===== src/rtl/wkp_pkg.sv =====
// Package wkp_pkg
// Shared constants for the wakeup event detector: the mode codes and the
// bit positions of the control register fields.
package wkp_pkg;

    localparam logic [2:0] MODE_LOW  = 3'b000;
    localparam logic [2:0] MODE_HIGH = 3'b001;
    localparam logic [2:0] MODE_FALL = 3'b010;
    localparam logic [2:0] MODE_RISE = 3'b011;
    localparam logic [2:0] MODE_ANY  = 3'b100;

    localparam int MODE_LSB = 0;
    localparam int MODE_W   = 3;
    localparam int STAT_LSB = 4;
    localparam int STAT_W   = 2;
    localparam int EN_BIT   = 7;
    localparam int REG_MIN_W = 8;

    // True for the three codes above MODE_ANY, which detect nothing.
    function automatic logic mode_reserved(input logic [2:0] m);
        return m > MODE_ANY;
    endfunction

endpackage


===== src/rtl/wkp_sync.sv =====
// Module wkp_sync
// Multi-stage synchronizer for one asynchronous bit.
// Assumes STAGES >= 2. The output lags the input by STAGES clock edges.
module wkp_sync #(
    parameter int STAGES = 2
) (
    input  logic clk,
    input  logic rst_n,
    input  logic async_i,
    output logic sync_o
);
    logic [STAGES-1:0] chain_q;

    // Shift the pin sample through the flop chain.
    always_ff @(posedge clk) begin
        if (!rst_n) chain_q <= '0;
        else        chain_q <= {chain_q[STAGES-2:0], async_i};
    end

    assign sync_o = chain_q[STAGES-1];
endmodule


===== src/rtl/wkp_regs.sv =====
// Module wkp_regs
// Holds the control register: the mode field and the enable bit are written
// by software. The read path merges in the status supplied by the detector.
// It also flags a write hit and a write that changes the mode.
// Assumes DATA_W >= 8 and single-cycle write strobes.
module wkp_regs
    import wkp_pkg::*;
#(
    parameter int ADDR_W = 4,
    parameter int DATA_W = 8,
    parameter logic [ADDR_W-1:0] REG_ADDR = '0
) (
    input  logic              clk,
    input  logic              rst_n,
    input  logic [ADDR_W-1:0] addr_i,
    input  logic              wr_en_i,
    input  logic [DATA_W-1:0] wdata_i,
    input  logic [STAT_W-1:0] status_i,
    output logic [DATA_W-1:0] rdata_o,
    output logic [MODE_W-1:0] mode_o,
    output logic              en_o,
    output logic              wr_hit_o,
    output logic              mode_chg_o
);
    logic [MODE_W-1:0] mode_q;
    logic              en_q;
    logic              sel;
    logic              unused_wbits;

    assign sel          = (addr_i == REG_ADDR);
    assign wr_hit_o     = wr_en_i && sel;
    assign mode_chg_o   = wr_hit_o && (wdata_i[MODE_LSB +: MODE_W] != mode_q);
    assign unused_wbits = ^wdata_i;

    // Capture the writable fields on a write hit.
    always_ff @(posedge clk) begin
        if (!rst_n) begin
            mode_q <= MODE_LOW;
            en_q   <= 1'b0;
        end else if (wr_hit_o) begin
            mode_q <= wdata_i[MODE_LSB +: MODE_W];
            en_q   <= wdata_i[EN_BIT];
        end
    end

    // Assemble read data; unused bits and other addresses read zero.
    always_comb begin
        rdata_o = '0;
        if (sel) begin
            rdata_o[MODE_LSB +: MODE_W] = mode_q;
            rdata_o[STAT_LSB +: STAT_W] = status_i;
            rdata_o[EN_BIT]             = en_q;
        end
    end

    assign mode_o = mode_q;
    assign en_o   = en_q;

    assert_mode_write_R2: assert property (@(posedge clk) disable iff (!rst_n)
        wr_hit_o |=> (mode_o == $past(wdata_i[MODE_LSB +: MODE_W])) && (en_o == $past(wdata_i[EN_BIT])));

    assert_status_masked_R9: assert property (@(posedge clk) disable iff (!rst_n)
        (sel && mode_q != MODE_ANY) |-> (rdata_o[STAT_LSB +: STAT_W] == '0));
endmodule


===== src/rtl/wkp_detect.sv =====
// Module wkp_detect
// Level and edge detection on the synchronized pin, plus the sticky edge
// status record for the either-edge mode.
// Assumes lvl_i is already synchronous. A mode change (mode_chg_i, seen in
// the cycle the write commits) disarms edge detection for one cycle.
module wkp_detect
    import wkp_pkg::*;
(
    input  logic              clk,
    input  logic              rst_n,
    input  logic              lvl_i,
    input  logic [MODE_W-1:0] mode_i,
    input  logic              en_i,
    input  logic              clr_i,
    input  logic              mode_chg_i,
    output logic              wake_o,
    output logic [STAT_W-1:0] status_o
);
    logic              prev_q;
    logic              arm_q;
    logic [STAT_W-1:0] stat_q;
    logic              rise;
    logic              fall;
    logic              hit;

    assign rise = arm_q &&  lvl_i && !prev_q;
    assign fall = arm_q && !lvl_i &&  prev_q;

    // Keep the previous sample, and re-arm edge detection unless the mode is changing.
    always_ff @(posedge clk) begin
        if (!rst_n) begin
            prev_q <= 1'b0;
            arm_q  <= 1'b0;
        end else begin
            prev_q <= lvl_i;
            arm_q  <= !mode_chg_i;
        end
    end

    // Select the qualifying condition for the current mode.
    always_comb begin
        case (mode_i)
            MODE_LOW:  hit = !lvl_i;
            MODE_HIGH: hit =  lvl_i;
            MODE_FALL: hit = fall;
            MODE_RISE: hit = rise;
            MODE_ANY:  hit = rise || fall;
            default:   hit = 1'b0;
        endcase
    end

    assign wake_o = en_i && hit;

    // Accumulate the edge record in either-edge mode; a clear wins.
    always_ff @(posedge clk) begin
        if (!rst_n)                 stat_q <= '0;
        else if (clr_i)             stat_q <= '0;
        else if (mode_i == MODE_ANY) stat_q <= stat_q | {fall, rise};
    end

    assign status_o = (mode_i == MODE_ANY) ? stat_q : '0;

    assert_reserved_quiet_R10: assert property (@(posedge clk) disable iff (!rst_n)
        mode_reserved(mode_i) |-> !wake_o);

    assert_disabled_quiet_R11: assert property (@(posedge clk) disable iff (!rst_n)
        !en_i |-> !wake_o);

    assert_edge_pulse_R5: assert property (@(posedge clk) disable iff (!rst_n)
        (wake_o && (mode_i == MODE_RISE || mode_i == MODE_FALL) && !mode_chg_i) |=> !wake_o);

    assert_status_sticky_R7: assert property (@(posedge clk) disable iff (!rst_n)
        (mode_i == MODE_ANY && !clr_i) |=> ((stat_q & $past(stat_q)) == $past(stat_q)));

    assert_change_mutes_edge_R12: assert property (@(posedge clk) disable iff (!rst_n)
        mode_chg_i |=> !(wake_o && (mode_i == MODE_RISE || mode_i == MODE_FALL || mode_i == MODE_ANY)));
endmodule


===== src/rtl/wkp_event_detector.sv =====
// Module wkp_event_detector
// Top level: synchronizes the wakeup pin and hands the result to the detector.
// The detector's status and the register block's fields are cross-connected.
// Assumes one clock domain and a synchronous active-low reset.
module wkp_event_detector
    import wkp_pkg::*;
#(
    parameter int ADDR_W      = 4,
    parameter int DATA_W      = 8,
    parameter logic [ADDR_W-1:0] REG_ADDR = '0,
    parameter int SYNC_STAGES = 2
) (
    input  logic              clk,
    input  logic              rst_n,
    input  logic [ADDR_W-1:0] reg_addr,
    input  logic              reg_wr_en,
    input  logic [DATA_W-1:0] reg_wdata,
    output logic [DATA_W-1:0] reg_rdata,
    input  logic              wake_in,
    input  logic              status_clr,
    output logic              wake_req
);
    logic              lvl_sync;
    logic [MODE_W-1:0] mode;
    logic              en;
    logic              wr_hit;
    logic              mode_chg;
    logic [STAT_W-1:0] status;

    initial begin
        assert (DATA_W >= REG_MIN_W) else $error("DATA_W too small");
        assert (SYNC_STAGES >= 2)    else $error("SYNC_STAGES too small");
    end

    wkp_sync #(.STAGES(SYNC_STAGES)) u_sync (
        .clk    (clk),
        .rst_n  (rst_n),
        .async_i(wake_in),
        .sync_o (lvl_sync)
    );

    wkp_regs #(.ADDR_W(ADDR_W), .DATA_W(DATA_W), .REG_ADDR(REG_ADDR)) u_regs (
        .clk       (clk),
        .rst_n     (rst_n),
        .addr_i    (reg_addr),
        .wr_en_i   (reg_wr_en),
        .wdata_i   (reg_wdata),
        .status_i  (status),
        .rdata_o   (reg_rdata),
        .mode_o    (mode),
        .en_o      (en),
        .wr_hit_o  (wr_hit),
        .mode_chg_o(mode_chg)
    );

    wkp_detect u_detect (
        .clk       (clk),
        .rst_n     (rst_n),
        .lvl_i     (lvl_sync),
        .mode_i    (mode),
        .en_i      (en),
        .clr_i     (status_clr || wr_hit),
        .mode_chg_i(mode_chg),
        .wake_o    (wake_req),
        .status_o  (status)
    );
endmodule


===== config.mk =====
export PLATFORM = sky130hd
export DESIGN_NAME = wkp_event_detector
export DESIGN_NICKNAME = d
export VERILOG_FILES = /design/src/rtl/wkp_pkg.sv /design/src/rtl/wkp_sync.sv /design/src/rtl/wkp_regs.sv /design/src/rtl/wkp_detect.sv /design/src/rtl/wkp_event_detector.sv
export SDC_FILE = /design/constraint.sdc
export NUM_CORES = 1
export LEC_CHECK = 0
export ABC_AREA = 1
export BUFFER_PORTS_ARGS = -buffer_cell sky130_fd_sc_hd__buf_2
export CORE_AREA = 2 2 39 41
export DETAILED_ROUTE_END_ITERATION = 8
export DIE_AREA = 0 0 41 43
export GPL_ROUTABILITY_DRIVEN = 1
export GPL_TIMING_DRIVEN = 1
export PLACE_DENSITY = 0.79
export SLEW_MARGIN = 30
export SYNTH_ARGS = -nofsm -noshare
export SYNTH_HDL_FRONTEND = slang
export SYNTH_HIERARCHICAL = 1
export SYNTH_SLANG_ARGS = --single-unit

===== constraint.sdc =====
create_clock -name clk -period 2.34 [get_ports clk]
set_input_delay 0.234 -clock clk [delete_from_list [all_inputs] [get_ports clk]]
set_output_delay 0.234 -clock clk [all_outputs]
set_load 0.05 [all_outputs]

; ---- Yosys cells after proc, flatten, opt, wreduce, memory -nomap -nowiden
; Cells that the tools add are included.
[classes]
n_reduce_logical = 15
mux = 5
bitwise_logic = 2
eq_ne = 5
[ops]
columns = op, count
row1 = 1-bit logical AND, 7
row2 = "3-bit by 2-bit equality test with 1-bit output, second input constant", 2
row3 = 1-bit case mux with 5 select lines, 1
row4 = 4-bit logical NOT, 1
row5 = 2-bit 2-to-1 mux, 2
row6 = "3-bit by 1-bit equality test with 1-bit output, second input constant", 1
row7 = "3-bit equality test, second input constant", 1
row8 = 1-bit logical NOT, 3
row9 = 3-bit logical NOT, 1
row10 = 3-bit 2-to-1 mux, 1
row11 = 3-bit != test, 1
row12 = 1-bit logical OR, 2
row13 = 2-bit bitwise OR, 1
row14 = 2-bit OR reduction, 1
row15 = 1-bit 2-to-1 mux, 1
row16 = 1-bit inverter, 1
[word_totals]
input_bits = 17
wordCells = 33
out_inout_bits = 9
reg_bits = 10

; ---- Logic depth before layout (Yosys ltp)
[depth]
depth_word = 6
ltp_mapped = 7
depth_no_buf = 7

; ---- Modules after synthesis
; The synthesis kept the hierarchy.
[modules_own_cells]
columns = mod, cells_per_inst, seq_area_each_um2, n_inst, area_each_um2
row1 = wkp_regs, 59, 80.1, 1, 317.8
row2 = wkp_detect, 43, 80.1, 1, 245.2
row3 = wkp_sync, 6, 40.0, 1, 55.1
row4 = wkp_event_detector, 3, 0.0, 1, 11.3

; ---- Worst setup path after synthesis
; OpenSTA, ideal clock, no wires.
[synth_path]
path_type = reg-to-output
from = register u_regs.mode_q[2] (netlist: u_regs/mode_o[2])
to = output port reg_rdata[4]
arrival_ns = 1.377
slack_ns = 0.729
t_required_ns = 2.106
stages_incl_launch_ff = 7
n_path_buf = 0
cell_sequence = dfxtp_1 nand2_1 nor2_2 inv_1 nor2_1 inv_1 nor2_1
[synth_via]
elab_chain_len = 3
[synth_rtl]
columns = element, line_no
row1 = start: declaration, wkp_regs.sv:25  ; logic [MODE_W-1:0] mode_q;
row2 = start signal: assignment, wkp_regs.sv:41  ; mode_q <= wdata_i[MODE_LSB +: MODE_W];
row3 = 3-bit equality test, wkp_detect.sv:61  ; assign status_o = (mode_i == MODE_ANY) ? stat_q : '0;
row4 = 2-bit 2-to-1 mux, wkp_detect.sv:61
row5 = net status[0], wkp_event_detector.sv:28  ; logic [STAT_W-1:0] status;
row6 = 2-bit 2-to-1 mux, wkp_regs.sv:49  ; if (sel) begin
row7 = end: declaration, wkp_event_detector.sv:18  ; output logic [DATA_W-1:0] reg_rdata,
; The timed path passes the listed nets, and every way through them passes these cells.

; ---- Final worst setup path
; Same ends and word-level chain as after synthesis.

==> results.cfg <==
[placement]
hpwl_um = 957
place_congestion = 0.815
io_buffers = 19
dp_cells = 145

[power]
powerDensity_nw_per_um2 = 504
ir_drop_mv = 0.414
leakage_nw = 0.435

[worst_setup_path]
path_max_fanout = 5
cp.required_ns = 2.11
timing.rr.end = u_detect/arm_q
r2r-start = u_regs/mode_o[0]
rr_worst_depth = 4
crit_type = register to output pin
reg2reg_slack_ns = 1.37
worstPathArrival_ns = 1.44
end_kind = output pin
startpoint_type = register

[grt]
grt_overflow = 0
grt_antenna_before_repair = 0
grt_pass1_vias = 547
grt_max_degree = 9
grt_pass1_wl_um = 2150
track_usage_pct = 17.4

[clocking]
clock_path_buffers = 2
cts_hold_buffers = 0
cts.repair.resized = 0
clock_latency_ns = 0.26
clockRootBuffer = clkbuf_4
post_cts_buffers = 0
cts_buffers = 3
cts.sinks = 10
h-tree-depth = 1
clk_pin_slew_ns = 0.07
cts_tree = done

[drt]
postRouteWirelength_um = 1260
first_pass_iters = 4
dr.first_iter.drc_count = 9
via_per_inst = 4.37
wire_per_inst_um = 8.42
vias = 651
drt.antenna.violating_nets = 0
drc = 0

[layout]
syn_to_final_growth_pct = 22.3
drive_gt1_share_pct = 22.6
fin_nets = 151
antenna_cells = 0
stdcell_count = 149

[sta]
hold_violations = 0
finalClockSkew_ns = 0.00363
finalSetupViolations = 0
setup_tns_ns = 0
finalCritPeriodShare_pct = 71.3
fmax_mhz = 599
layout_min_cycle_time_ns = 1.67
rsz0062_at_grt = false
drv_slew = 0

[yosys]
synth_cell_types = 15
synth_seq_cells = 10
yosysSeqAreaShare_pct = 31.8
ys_warn_count = 6
syn_area_um2 = 629
syn_area_per_cell_um2 = 5.67
synth_cells = 111

[run_status]
status = finished, final reports clean

[floorplan]
die_h_um = 43
fp.dieW_um = 41
pin_count = 26
start_util_pct = 45.5
dieArea_um2 = 1760
coreArea_um2 = 1380
fp-row-count = 14

[worst_hold_path]
hold_depth = 3
holdCritPathClass = input pin to register
min_to = u_sync/chain_q[0]
hold_path_startpoint = wake_in

[run]
maxCapViolCount = 0
-- worst max-delay path by stage --
stage,end,from,slack (ns)
after floorplan,reg_rdata[4],u_regs/mode_o[2],0.73
after global placement,reg_rdata[1],reg_addr[3],0.97
after detailed placement,reg_rdata[5],reg_addr[3],0.95
after CTS,reg_rdata[5],u_regs/mode_o[2],0.65
after global routing,reg_rdata[5],u_regs/mode_o[2],0.47
final,reg_rdata[4],u_regs/mode_o[2],0.67
-- metrics by stage --
step | cell area [um^2] | utilization, % | hold WS [ns] | worst slack, ns | power (W)
3_5_place_dp | 733 | 53.0 | 0.402 | 0.946 | 0.000235
3_3_place_gp | 733 | 53.0 | 0.394 | 0.967 | 0.000234
4_1_cts | 769 | 55.6 | 0.142 | 0.653 | 0.000396
6_report | 769 | 55.6 | 0.156 | 0.671 | 0.000388
5_1_grt | 769 | 55.6 | 0.181 | 0.468 | 0.000409
2_1_floorplan | 633 | - | 0.327 | 0.729 | 0.000219
-- power by group --
part            total, W  switching, W  internal, W
combinational  0.0000533     0.0000347    0.0000186
clock           0.000156     0.0000616    0.0000944
sequential      0.000179    0.00000403     0.000175
-- synthesized netlist by cell type (all sizes together) --
cell type	n	area share [%]
nand2	31	18
inv	30	18
nor2	24	16
dfxtp	10	32
nand4	4	4.0
a21oi	3	2.4
nand3	3	3.2
buf	2	2.4
conb	1	0.60
nand3b	1	1.2
o21ai	1	0.79
or2	1	0.99
-- state kept, by name (all words and copies together) (netlist names) --
name	flops
u_detect/prev_q	1
u_regs/mode_o	3
u_detect/arm_q	1
u_sync/chain_q	2
u_detect/stat_q	2
u_regs/en_o	1
-- cell type report --
| class | instances | area (um^2) |
|---|---|---|
| Tap cell | 16 | 20.0 |
| Inverter | 30 | 113 |
| Multi-Input combinational cell | 70 | 305 |
| Sequential cell | 10 | 200 |
| Fill cell | 138 | 614 |
| Timing Repair Buffer | 19 | 95.1 |
| Clock buffer | 4 | 36.3 |
-- routing by layer --
metal | vias up | GRT usage (%) | part of all wire, %
met5 | - | 0 | 0
met4 | 0 | 6.00 | 0
met3 | 0 | 3.14 | 4.5
met2 | 17 | 27.8 | 52
met1 | 276 | 22.2 | 44
li1 | 358 | - | -
-- logic make-up (layout without fill, tap and decap cells) --
family | after synthesis | in the layout | share of synthesized area (%)
AOI/OAI and AO/OA | 4 | 4 | 3.18
buffers and inverters | 32 | 53 | 20.3
DFF | 10 | 10 | 31.8
other | 1 | 2 | 0.596
and+or+nand+nor | 64 | 64 | 44.1
-- layout by cell type, fill, tap and decap left out --
cell	instances
clkbuf_4	3
or2_1	1
dfxtp_1	10
inv_2	1
nor2_1	19
nand3b_1	1
nor2_2	5
nand4_1	4
nand3_2	1
a21oi_1	3
clkbuf_8	1
conb_1	2
buf_2	19
nand2_1	31
o21ai_0	1
inv_1	29
nand3_1	2
-- critical path, cell delays in order (launching register included) --
cell,delay (ns)
dfxtp_1,0.39
nand2_1,0.09
nor2_2,0.14
inv_1,0.07
nor2_1,0.08
inv_1,0.04
nor2_1,0.08
buf_2,0.27
No activity file was read; power rests on OpenSTA's default activity.
